[src/rtl/usbp_pkg.sv]
package usbp_pkg;

    typedef struct packed {
        logic [7:0] ifreq;
        logic [3:0] epnum;
        logic [1:0] ptype;
        logic [1:0] token;
        logic [2:0] psize;
        logic [1:0] banks;
        logic       alloc;
    } pipe_cfg_t;

    localparam int CFG_W = $bits(pipe_cfg_t);

    typedef enum logic [1:0] {
        PS_HELD  = 2'd0,
        PS_READY = 2'd1,
        PS_XFER  = 2'd2
    } pipe_st_e;

    function automatic logic [2:0] bank_limit(input pipe_cfg_t c);
        return {1'b0, c.banks} + 3'd1;
    endfunction

endpackage

[src/rtl/usbp_ctl_regs.sv]
module usbp_ctl_regs #(
    parameter int NPIPE = 7
) (
    input  logic             clk,
    input  logic             rst,
    input  logic             rst_reg_we,
    input  logic [NPIPE-1:0] rst_reg_wdata,
    input  logic             en_reg_we,
    input  logic [NPIPE-1:0] en_reg_wdata,
    input  logic             dealloc_stb,
    output logic [NPIPE-1:0] pipe_rst_q,
    output logic [NPIPE-1:0] pipe_en_q
);

    always_ff @(posedge clk) begin
        if (rst) begin
            pipe_rst_q <= '0;
        end else if (rst_reg_we) begin
            pipe_rst_q <= rst_reg_wdata;
        end
    end

    always_ff @(posedge clk) begin
        if (rst) begin
            pipe_en_q <= '0;
        end else if (dealloc_stb) begin
            pipe_en_q <= '0;
        end else if (en_reg_we) begin
            pipe_en_q <= en_reg_wdata;
        end
    end

    assert_rst_write_R1: assert property (@(posedge clk) disable iff (rst)
        rst_reg_we |=> pipe_rst_q == $past(rst_reg_wdata));

    assert_dealloc_en_R8: assert property (@(posedge clk) disable iff (rst)
        dealloc_stb |=> pipe_en_q == '0);

endmodule

[src/rtl/usbp_bank_cnt.sv]
module usbp_bank_cnt #(
    parameter int CNT_W = 3
) (
    input  logic             clk,
    input  logic             rst,
    input  logic             clr,
    input  logic [CNT_W-1:0] lim,
    input  logic             push,
    input  logic             pop,
    output logic [CNT_W-1:0] cnt_q
);

    logic inc, dec;

    always_comb begin
        inc = push && !pop && (cnt_q < lim);
        dec = pop && !push && (cnt_q != '0);
    end

    always_ff @(posedge clk) begin
        if (rst || clr) begin
            cnt_q <= '0;
        end else if (inc) begin
            cnt_q <= cnt_q + 1'b1;
        end else if (dec) begin
            cnt_q <= cnt_q - 1'b1;
        end
    end

    assert_cnt_sat_R10: assert property (@(posedge clk) disable iff (rst)
        (push && !pop && !clr && cnt_q >= lim) |=> $stable(cnt_q));

    assert_cnt_floor_R10: assert property (@(posedge clk) disable iff (rst)
        (pop && !push && !clr && cnt_q == '0) |=> cnt_q == '0);

    assert_cnt_clr_R2: assert property (@(posedge clk) disable iff (rst)
        clr |=> cnt_q == '0);

endmodule

[src/rtl/usbp_pipe.sv]
module usbp_pipe
    import usbp_pkg::*;
#(
    parameter int STAT_W = 4,
    parameter int CTRL_W = 4,
    parameter int CNT_W  = 3
) (
    input  logic              clk,
    input  logic              rst,
    input  logic              rst_bit,
    input  logic              en_bit,
    input  logic              dealloc,
    input  logic              cfg_we,
    input  pipe_cfg_t         cfg_wdata,
    input  logic              ctrl_we,
    input  logic [CTRL_W-1:0] ctrl_wdata,
    input  logic              tog_clr,
    input  logic              txn_done,
    input  logic              xfer_start,
    input  logic              tx_push,
    input  logic              tx_pop,
    input  logic              rx_push,
    input  logic              rx_pop,
    input  logic [STAT_W-1:0] stat_evt,
    output pipe_cfg_t         cfg_q,
    output logic              tog_q,
    output logic [CNT_W-1:0]  tx_cnt,
    output logic [CNT_W-1:0]  rx_cnt,
    output logic [STAT_W-1:0] stat_q,
    output logic [CTRL_W-1:0] ctrl_q,
    output pipe_st_e          state_q,
    output logic              fifo_ok
);

    logic             held;
    logic [CNT_W-1:0] lim;
    pipe_st_e         state_d;

    always_comb begin
        held    = rst_bit || !en_bit;
        lim     = CNT_W'(bank_limit(cfg_q));
        fifo_ok = !held && cfg_q.alloc;
    end

    // configuration: outside the held-clear domain
    always_ff @(posedge clk) begin
        if (rst) begin
            cfg_q <= '0;
        end else begin
            if (cfg_we) begin
                cfg_q <= cfg_wdata;
            end
            if (dealloc) begin
                cfg_q.alloc <= 1'b0;
            end
        end
    end

    // data toggle: kept through reset-bit hold, cleared when disabled
    always_ff @(posedge clk) begin
        if (rst || !en_bit || tog_clr) begin
            tog_q <= 1'b0;
        end else if (txn_done && !held) begin
            tog_q <= !tog_q;
        end
    end

    always_ff @(posedge clk) begin
        if (rst || held) begin
            stat_q <= '0;
            ctrl_q <= '0;
        end else begin
            stat_q <= stat_q | stat_evt;
            if (ctrl_we) begin
                ctrl_q <= ctrl_wdata;
            end
        end
    end

    always_comb begin
        state_d = state_q;
        if (held) begin
            state_d = PS_HELD;
        end else begin
            case (state_q)
                PS_HELD:  state_d = PS_READY;
                PS_READY: if (xfer_start) state_d = PS_XFER;
                PS_XFER:  if (txn_done)   state_d = PS_READY;
                default:  state_d = PS_HELD;
            endcase
        end
    end

    always_ff @(posedge clk) begin
        if (rst) begin
            state_q <= PS_HELD;
        end else begin
            state_q <= state_d;
        end
    end

    usbp_bank_cnt #(.CNT_W(CNT_W)) u_tx_cnt (
        .clk   (clk),
        .rst   (rst),
        .clr   (held),
        .lim   (lim),
        .push  (tx_push),
        .pop   (tx_pop),
        .cnt_q (tx_cnt)
    );

    usbp_bank_cnt #(.CNT_W(CNT_W)) u_rx_cnt (
        .clk   (clk),
        .rst   (rst),
        .clr   (held),
        .lim   (lim),
        .push  (rx_push),
        .pop   (rx_pop),
        .cnt_q (rx_cnt)
    );

    assert_held_clear_R2: assert property (@(posedge clk) disable iff (rst)
        held |=> (state_q == PS_HELD && stat_q == '0 && ctrl_q == '0));

    assert_cfg_kept_R3: assert property (@(posedge clk) disable iff (rst)
        (rst_bit && !cfg_we && !dealloc) |=> $stable(cfg_q));

    assert_tog_kept_R4: assert property (@(posedge clk) disable iff (rst)
        (rst_bit && en_bit && !tog_clr) |=> $stable(tog_q));

    assert_tog_clr_R5: assert property (@(posedge clk) disable iff (rst)
        (en_bit && tog_clr) |=> !tog_q);

    assert_fifo_gate_R6: assert property (@(posedge clk) disable iff (rst)
        rst_bit |-> !fifo_ok);

    assert_dis_tog_R7: assert property (@(posedge clk) disable iff (rst)
        !en_bit |=> !tog_q);

    assert_tog_flip_R9: assert property (@(posedge clk) disable iff (rst)
        (!held && txn_done && !tog_clr) |=> tog_q != $past(tog_q));

    assert_start_xfer_R11: assert property (@(posedge clk) disable iff (rst)
        (!held && state_q == PS_READY && xfer_start) |=> state_q == PS_XFER);

    assert_stat_sticky_R12: assert property (@(posedge clk) disable iff (rst)
        (!held && stat_q != '0) |=> ((stat_q & $past(stat_q)) == $past(stat_q)));

endmodule

[src/rtl/usb_pipe_rst_ctrl.sv]
module usb_pipe_rst_ctrl
    import usbp_pkg::*;
#(
    parameter int NPIPE  = 7,
    parameter int STAT_W = 4,
    parameter int CTRL_W = 4,
    parameter int CNT_W  = 3,
    localparam int SEL_W = (NPIPE > 1) ? $clog2(NPIPE) : 1
) (
    input  logic                     clk,
    input  logic                     rst,
    input  logic                     rst_reg_we,
    input  logic [NPIPE-1:0]         rst_reg_wdata,
    input  logic                     en_reg_we,
    input  logic [NPIPE-1:0]         en_reg_wdata,
    input  logic                     dealloc_stb,
    input  logic                     cfg_we,
    input  logic [SEL_W-1:0]         cfg_sel,
    input  logic [CFG_W-1:0]         cfg_wdata,
    input  logic                     ctrl_we,
    input  logic [SEL_W-1:0]         ctrl_sel,
    input  logic [CTRL_W-1:0]        ctrl_wdata,
    input  logic [NPIPE-1:0]         tog_clr,
    input  logic [NPIPE-1:0]         txn_done,
    input  logic [NPIPE-1:0]         xfer_start,
    input  logic [NPIPE-1:0]         tx_push,
    input  logic [NPIPE-1:0]         tx_pop,
    input  logic [NPIPE-1:0]         rx_push,
    input  logic [NPIPE-1:0]         rx_pop,
    input  logic [NPIPE*STAT_W-1:0]  stat_evt,
    output logic [NPIPE-1:0]         pipe_rst_q,
    output logic [NPIPE-1:0]         pipe_en_q,
    output logic [NPIPE*CFG_W-1:0]   cfg_q,
    output logic [NPIPE-1:0]         tog_q,
    output logic [NPIPE*CNT_W-1:0]   tx_cnt_q,
    output logic [NPIPE*CNT_W-1:0]   rx_cnt_q,
    output logic [NPIPE*STAT_W-1:0]  stat_q,
    output logic [NPIPE*CTRL_W-1:0]  ctrl_q,
    output logic [NPIPE*2-1:0]       state_q,
    output logic [NPIPE-1:0]         fifo_ok
);

    usbp_ctl_regs #(.NPIPE(NPIPE)) u_regs (
        .clk           (clk),
        .rst           (rst),
        .rst_reg_we    (rst_reg_we),
        .rst_reg_wdata (rst_reg_wdata),
        .en_reg_we     (en_reg_we),
        .en_reg_wdata  (en_reg_wdata),
        .dealloc_stb   (dealloc_stb),
        .pipe_rst_q    (pipe_rst_q),
        .pipe_en_q     (pipe_en_q)
    );

    for (genvar gi = 0; gi < NPIPE; gi++) begin : g_pipe
        logic      cfg_hit, ctrl_hit;
        pipe_cfg_t cfg_o;
        pipe_st_e  st_o;

        always_comb begin
            cfg_hit  = cfg_we  && (32'(cfg_sel)  == gi);
            ctrl_hit = ctrl_we && (32'(ctrl_sel) == gi);
        end

        usbp_pipe #(
            .STAT_W (STAT_W),
            .CTRL_W (CTRL_W),
            .CNT_W  (CNT_W)
        ) u_pipe (
            .clk        (clk),
            .rst        (rst),
            .rst_bit    (pipe_rst_q[gi]),
            .en_bit     (pipe_en_q[gi]),
            .dealloc    (dealloc_stb),
            .cfg_we     (cfg_hit),
            .cfg_wdata  (pipe_cfg_t'(cfg_wdata)),
            .ctrl_we    (ctrl_hit),
            .ctrl_wdata (ctrl_wdata),
            .tog_clr    (tog_clr[gi]),
            .txn_done   (txn_done[gi]),
            .xfer_start (xfer_start[gi]),
            .tx_push    (tx_push[gi]),
            .tx_pop     (tx_pop[gi]),
            .rx_push    (rx_push[gi]),
            .rx_pop     (rx_pop[gi]),
            .stat_evt   (stat_evt[gi*STAT_W +: STAT_W]),
            .cfg_q      (cfg_o),
            .tog_q      (tog_q[gi]),
            .tx_cnt     (tx_cnt_q[gi*CNT_W +: CNT_W]),
            .rx_cnt     (rx_cnt_q[gi*CNT_W +: CNT_W]),
            .stat_q     (stat_q[gi*STAT_W +: STAT_W]),
            .ctrl_q     (ctrl_q[gi*CTRL_W +: CTRL_W]),
            .state_q    (st_o),
            .fifo_ok    (fifo_ok[gi])
        );

        assign cfg_q[gi*CFG_W +: CFG_W] = cfg_o;
        assign state_q[gi*2 +: 2]       = st_o;
    end

endmodule

[config.mk]
export PLATFORM = sky130hd
export DESIGN_NAME = usb_pipe_rst_ctrl
export DESIGN_NICKNAME = d
export VERILOG_FILES = /design/src/rtl/usbp_pkg.sv /design/src/rtl/usbp_ctl_regs.sv /design/src/rtl/usbp_bank_cnt.sv /design/src/rtl/usbp_pipe.sv /design/src/rtl/usb_pipe_rst_ctrl.sv
export SDC_FILE = /design/constraint.sdc
export NUM_CORES = 1
export LEC_CHECK = 0
export BUFFER_PORTS_ARGS = -buffer_cell sky130_fd_sc_hd__buf_2
export CAP_MARGIN = 15
export CELL_PAD_IN_SITES_DETAIL_PLACEMENT = 1
export CELL_PAD_IN_SITES_GLOBAL_PLACEMENT = 2
export CORE_ASPECT_RATIO = 1.5
export CORE_UTILIZATION = 30
export CTS_CLUSTER_DIAMETER = 60
export CTS_CLUSTER_SIZE = 20
export DETAILED_ROUTE_END_ITERATION = 7
export GPL_ROUTABILITY_DRIVEN = 0
export PLACE_DENSITY = 0.91
export SLEW_MARGIN = 5
export SYNTH_ARGS = -nofsm -noshare
export SYNTH_HDL_FRONTEND = slang
export SYNTH_SLANG_ARGS = --single-unit
[constraint.sdc]
create_clock -name clk -period 5.1 [get_ports clk]
set_input_delay 0.51 -clock clk [delete_from_list [all_inputs] [get_ports clk]]
set_output_delay 0.51 -clock clk [all_outputs]
set_load 0.01 [all_outputs]
# ---- After elaboration in Yosys (flattened, before gate mapping)
# Cells that the tools add are included.
dict set report op_classes {
  order_cmp 14
  bitwise_logic 7
  add_sub_neg 35
  eq_ne 40
  div 0
  mul 0
  n_shift 0
  n_mux 49
  n_reduce_logical 213
}
# op n
set ops {}
lappend ops {{$logic_and 1x1->1} 84}
lappend ops {{$mux 3} 28}
lappend ops {{$logic_not 1->1} 49}
lappend ops {{$add 3x1->3 const B} 14}
lappend ops {{$lt 3x3->1} 14}
lappend ops {{$pmux 2 s3} 7}
lappend ops {{$reduce_bool 3->1} 14}
lappend ops {{$sub 3x1->3 const B} 14}
lappend ops {{$logic_or 1x1->1} 28}
lappend ops {{$mux 2} 14}
lappend ops {{$ne 2x2->1 const B} 14}
lappend ops {{$or 4x4->4} 7}
lappend ops {{$reduce_bool 2->1} 14}
lappend ops {{$add 2x1->3 const B} 7}
lappend ops {{$eq 3x3->1 const B} 6}
lappend ops {{$reduce_or 2->1} 8}
lappend ops {{$eq 2x1->1 const B} 7}
lappend ops {{$eq 2x2->1 const B} 7}
lappend ops {{$logic_not 2->1} 7}
lappend ops {{$reduce_and 2->1} 7}
lappend ops {{$eq 3x2->1 const B} 4}
lappend ops {{$eq 3x1->1 const B} 2}
lappend ops {{$logic_not 3->1} 2}
dict set report word_totals {
  latch_bits 0
  mem_bits_rw 0
  wordCells 451
  mem_count 0
  register_bits 287
  output_inout_bits 294
  romBits 0
}

# ---- Logic depth before layout (Yosys ltp)
dict set report logic_depth {
  depth_word 5
  mapped_depth 11
  depth_no_buf 11
}

# ---- Modules after synthesis
# A second synthesis with hierarchy kept.
dict set report unflattened {
  hier_cells 1230
  area_unflattened_um2 12349.3
}
# module instances area_per_inst_um2 seq_area_each_um2 cells_each
set by_module_without_submodules {}
lappend by_module_without_submodules {usbp_pipe 7 1211.2 660.6 115}
lappend by_module_without_submodules {usbp_bank_cnt 14 226.5 60.1 26}
lappend by_module_without_submodules {usbp_ctl_regs 1 529.3 280.3 47}
lappend by_module_without_submodules {usb_pipe_rst_ctrl 1 171.4 0.0 14}

# ---- Worst setup path after synthesis
# OpenSTA, ideal clock, no wires.
dict set report synth_timing {
  path_kind {flip-flop to flip-flop}
  start {register, netlist name g_pipe[2].u_pipe.cfg_q[1]}
  end {register g_pipe[2].u_pipe.u_tx_cnt.cnt_q[2]}
  setup_ps 78
  period_less_slack_ps 2702
  stages_incl_launch_ff 12
  arrival_time_ps 2624
  setup_slack_ps 2398
  required_time_ps 5022
  cell_sequence {dfxtp_1 ha_1 inv_1 ha_1 or3b_4 a21oi_1 nand2_1 fa_1 or3b_2 o22ai_1 nor3_1 nor3_1}
}
dict set report synth_via {
  elab_chain_cells 4
  elab_cells_between_ends 5
  cone_classes {1 x add/sub; 1 x order compare; 1 x mux; 2 x reduce/logical}
}
# item line
set synth_lines {}
lappend synth_lines {{$add 2x1->3 *} usbp_pkg.sv:22} ;# return {1'b0, c.banks} + 3'd1;
lappend synth_lines {{$lt 3x3->1 *} usbp_bank_cnt.sv:16} ;# inc = push && !pop && (cnt_q < lim);
lappend synth_lines {{$logic_and 1x1->1 *} usbp_bank_cnt.sv:16}
lappend synth_lines {{$mux 3 / $reduce_bool 2->1 (equally long branches)} n/a}
lappend synth_lines {{end signal: assignment} usbp_bank_cnt.sv:24} ;# cnt_q <= cnt_q + 1'b1;
lappend synth_lines {{end signal: assignment} usbp_bank_cnt.sv:26} ;# cnt_q <= cnt_q - 1'b1;
lappend synth_lines {{end: declaration} usbp_bank_cnt.sv:10} ;# output logic [CNT_W-1:0] cnt_q
# Every way passes the cells marked *; elsewhere a longest branch is shown, timed or not.
# A chain may end at the register's enable or synchronous reset.

# ---- Worst setup path after layout
dict set report layout_timing {
  start {register, netlist name g_pipe[2].u_pipe.cfg_q[1]}
  end {register g_pipe[2].u_pipe.u_tx_cnt.cnt_q[2]}
}
dict set report layout_via {
  elab_chain_cells 4
  elab_cells_between_ends 5
  cone_classes {1 x add/sub; 1 x order compare; 1 x mux; 2 x reduce/logical}
}
# item line
set layout_lines {}
lappend layout_lines {{$add 2x1->3 *} usbp_pkg.sv:22}
lappend layout_lines {{$lt 3x3->1 *} usbp_bank_cnt.sv:16}
lappend layout_lines {{$logic_and 1x1->1 *} usbp_bank_cnt.sv:16}
lappend layout_lines {{$mux 3 / $reduce_bool 2->1 (equally long branches)} n/a}
# Marks and branches as above.

==> flow_summary_export.csv <==
group,metric,value,unit
synth,synthTopCellsByCount,"nand2_1, dfxtp_1, a21oi_1",
critical_path,crit_path_max_incr_delay,480,ps
critical_path,end_kind,"register",
critical_path,cp_max_fo,5,
sta,final-max-slew-violation-count,0,
place,placedInstanceArea,14700,sq um
sta,fin_hold_ws,112,ps
synth,synth_top_area_cell,"dfxtp_1",
clock_tree,ctsResizeCount,0,
critical_path,cpMostUsedCell,"ha_1",
sta,worstMarginPinSlew,1070,ps
die,core_area,40400,sq um
pwr,intPower,3.42,mW
clock_tree,cts_htree_levels,1,
pwr,comb_power_share,7.9,%
global_routing,antenna_found_initial,6,
sta,setup_viol,0,
synth,synth.most_common_cell,"nand2_1",
synth,synth_ff_type,"dfxtp_1",
pwr,pwr-share-seq,48.9,%
place,preCtsSetupSlack,2240,ps
critical_path,crit_type,"register to register",
synth,synth_edf_count,0,
critical_path,cp.required,5520,ps
layout,final_cell_area,15600,sq um
global_routing,track_usage,21.8,%
sta,hold_viol,0,
synth,synth_area_leaders,"dfxtp_1, nand2_1, a21oi_1",
pwr,power_switching,1.28,mW
clock_tree,ctsRootBufferMaster,"clkbuf_16",
sta,fin_setup_tns,0,ps
place,place_inst,2339,
synth,synth.avg_cell_area,8.27,sq um
synth,async_flop_share,0,%
place,port_buffers,423,
layout,areaGrowthSynthToFinish,25.9,%
place,dp_hpwl,36100,um
status,outcome,"completed",
global_routing,grt_pass1_wl,71300,um
clock_tree,cts_buffer_depth,3,
pwr,power.total,4.70,mW
layout,layout-drive-gt1-share,26.6,%
clock_tree,clk_pin_slew_worst_paths,80,ps
detailed_routing,drtIter0Drc,449,
detailed_routing,vias,11983,
layout,fin_util,38.5,%
die,die_w,168,um
detailed_routing,routed_via_density,5.02,
sta,fin_skew,7.50,ps
detailed_routing,drc_errors,0,
hold_path,hold_path_class,"input pin to register",
clock_tree,cts_buffers,25,
sta,rsz0062_at_grt,"no",
clock_tree,cts_sinks,287,
global_routing,grt_max_degree,105,
critical_path,path_cells,"ha_1, inv_1, ha_1, or3b_4, a21oi_1, nand2_1, fa_1, or3b_2, o22ai_1, o21a_1, nor3_1",
detailed_routing,drtAntennaViolNets,0,
detailed_routing,first_pass_iters,4,
sta,fmax,346,MHz
global_routing,grt_pass1_vias,12404,
layout,final_cells,2387,
die,pin_count,424,
sta,min_period_over_period,56.7,%
critical_path,slowest_stage,"or3b_2",
synth,synth_cell_types,38,
pwr,p_sw_share,27.3,%
detailed_routing,wl_per_cell,19.8,um
clock_tree,postCtsSetupBuffers,0,
sta,fin_ws,2210,ps
sta,slew_headroom,28.4,%
detailed_routing,wirelength,47200,um
clock_tree,cts_tree,"done",
layout,nNetsFinal,2025,
sta,fin_crit,2890,ps
clock_tree,cts_hold_buf,0,
synth,synth.cell_area,12400,sq um
clock_tree,clk-insertion-delay-late,550,ps
pwr,cellPowerDensity,302,nW/um^2
die,rows,90,
pwr,peakVddDrop,0.000249,V
pwr,clockPowerShare,43.1,%
run,drv_cap,0,
synth,netlist_instances,1495,
die,die_y,251,um
synth,seq_area_frac_synth,46.5,%
global_routing,grt.overflow.total,0,
die,start_util,30.6,%
die,dieArea,42100,sq um
synth,ys_ff_latch,287,
critical_path,cp.arrival,3320,ps
critical_path,crit_path_start_kind,"register",
pwr,p_leak,6.83,nW
synth,synth_warnings,0,
synth,synth_top_area_share,46.5,%
synth,syn_nets,1660,
-- logic make-up (layout without fill, tap and decap cells) --
group | after synthesis | in the layout | synth area share [%]
other cells | 0 | 3 | 0
mux | 44 | 44 | 3.56
simple gates | 703 | 703 | 26.6
flops | 287 | 287 | 46.5
fa+ha+maj | 35 | 35 | 4.39
xor+xnor | 7 | 7 | 0.496
compound gates | 271 | 271 | 12.8
buf+inv | 148 | 531 | 5.72
-- state kept, by name (all words and copies together) (netlist names) --
register,flops
g_pipe.u_pipe.cfg_q,154
g_pipe.u_pipe.ctrl_q,28
g_pipe.u_pipe.stat_q,28
g_pipe.u_pipe.u_rx_cnt.cnt_q,21
g_pipe.u_pipe.u_tx_cnt.cnt_q,21
g_pipe.u_pipe.state_q,14
g_pipe.u_pipe.tog_q,7
u_regs.pipe_en_q,7
u_regs.pipe_rst_q,7
-- critical path, delay by kind of cell (launching register included) --
family          cells  cell delay, ps
compound gates      3             530
fa+ha+maj           3             760
buf+inv             1              60
flops               1             400
simple gates        4            1010
-- cell usage in the layout, fill, tap and decap left out, types with 4 or more instances in the layout --
master	netlist	layout
a21boi_0	13	13
a21oi_1	203	203
a32oi_1	13	13
and3b_1	4	4
buf_2	37	422
buf_4	28	9
clkbuf_16	0	25
dfxtp_1	287	287
fa_1	14	14
ha_1	21	21
inv_1	54	54
inv_6	0	5
inv_8	0	5
mux2i_1	44	44
nand2_1	327	327
nand2b_1	33	33
nand3_1	31	31
nand3b_1	13	13
nor2_1	147	143
nor2_2	0	4
nor2b_1	36	36
nor3_1	29	29
nor3b_1	41	41
nor4b_1	7	7
o2111ai_1	13	13
o21ai_0	13	13
o311a_1	13	13
or3_1	13	13
or3b_2	8	8
xnor2_1	7	7
-- layout make-up --
class	instances	area, sq um
inverter	54	203
sequential	287	5750
antenna	3	7.51
fill	5000	24900
timing repair buffer	432	2190
tap	506	633
clock buffer	28	667
clock inverter	17	188
multi-input combinational	1060	5940
-- power by group through the flow --
stage                     sequential [mW]  clock, mW  combinational, mW
after global placement               2.35          0              0.366
after global routing                 2.31       2.17              0.409
after detailed placement             2.35          0              0.377
after floorplan                      2.36          0              0.180
after CTS                            2.30       2.09              0.379
final                                2.30       2.03              0.373
-- worst paths after layout --
kind | from | to | slack [ps] | cells after the start
max reg2reg | g_pipe[2].u_pipe.cfg_q[1]$_SDFFE_PP0P_ | g_pipe[2].u_pipe.u_tx_cnt.cnt_q[2]$_SDFFE_PP0P_ | 2210 | 11
min reg2reg | g_pipe[5].u_pipe.cfg_q[7]$_SDFFE_PP0P_ | g_pipe[5].u_pipe.cfg_q[7]$_SDFFE_PP0P_ | 450 | 2
min | tog_clr[6] | g_pipe[6].u_pipe.tog_q$_SDFFE_PP0P_ | 110 | 2
max | g_pipe[2].u_pipe.cfg_q[1]$_SDFFE_PP0P_ | g_pipe[2].u_pipe.u_tx_cnt.cnt_q[2]$_SDFFE_PP0P_ | 2210 | 11
-- layer usage --
layer	up-vias	track usage, %	share of wire [%]	wire [um]
li1	5715	-	-	-
met1	5809	21.7	36	16900
met2	348	42.6	54	25400
met3	105	4.72	6.1	2870
met4	6	9.15	4.1	1940
met5	-	0	0.085	40
Power figures use the tool's default switching activity.
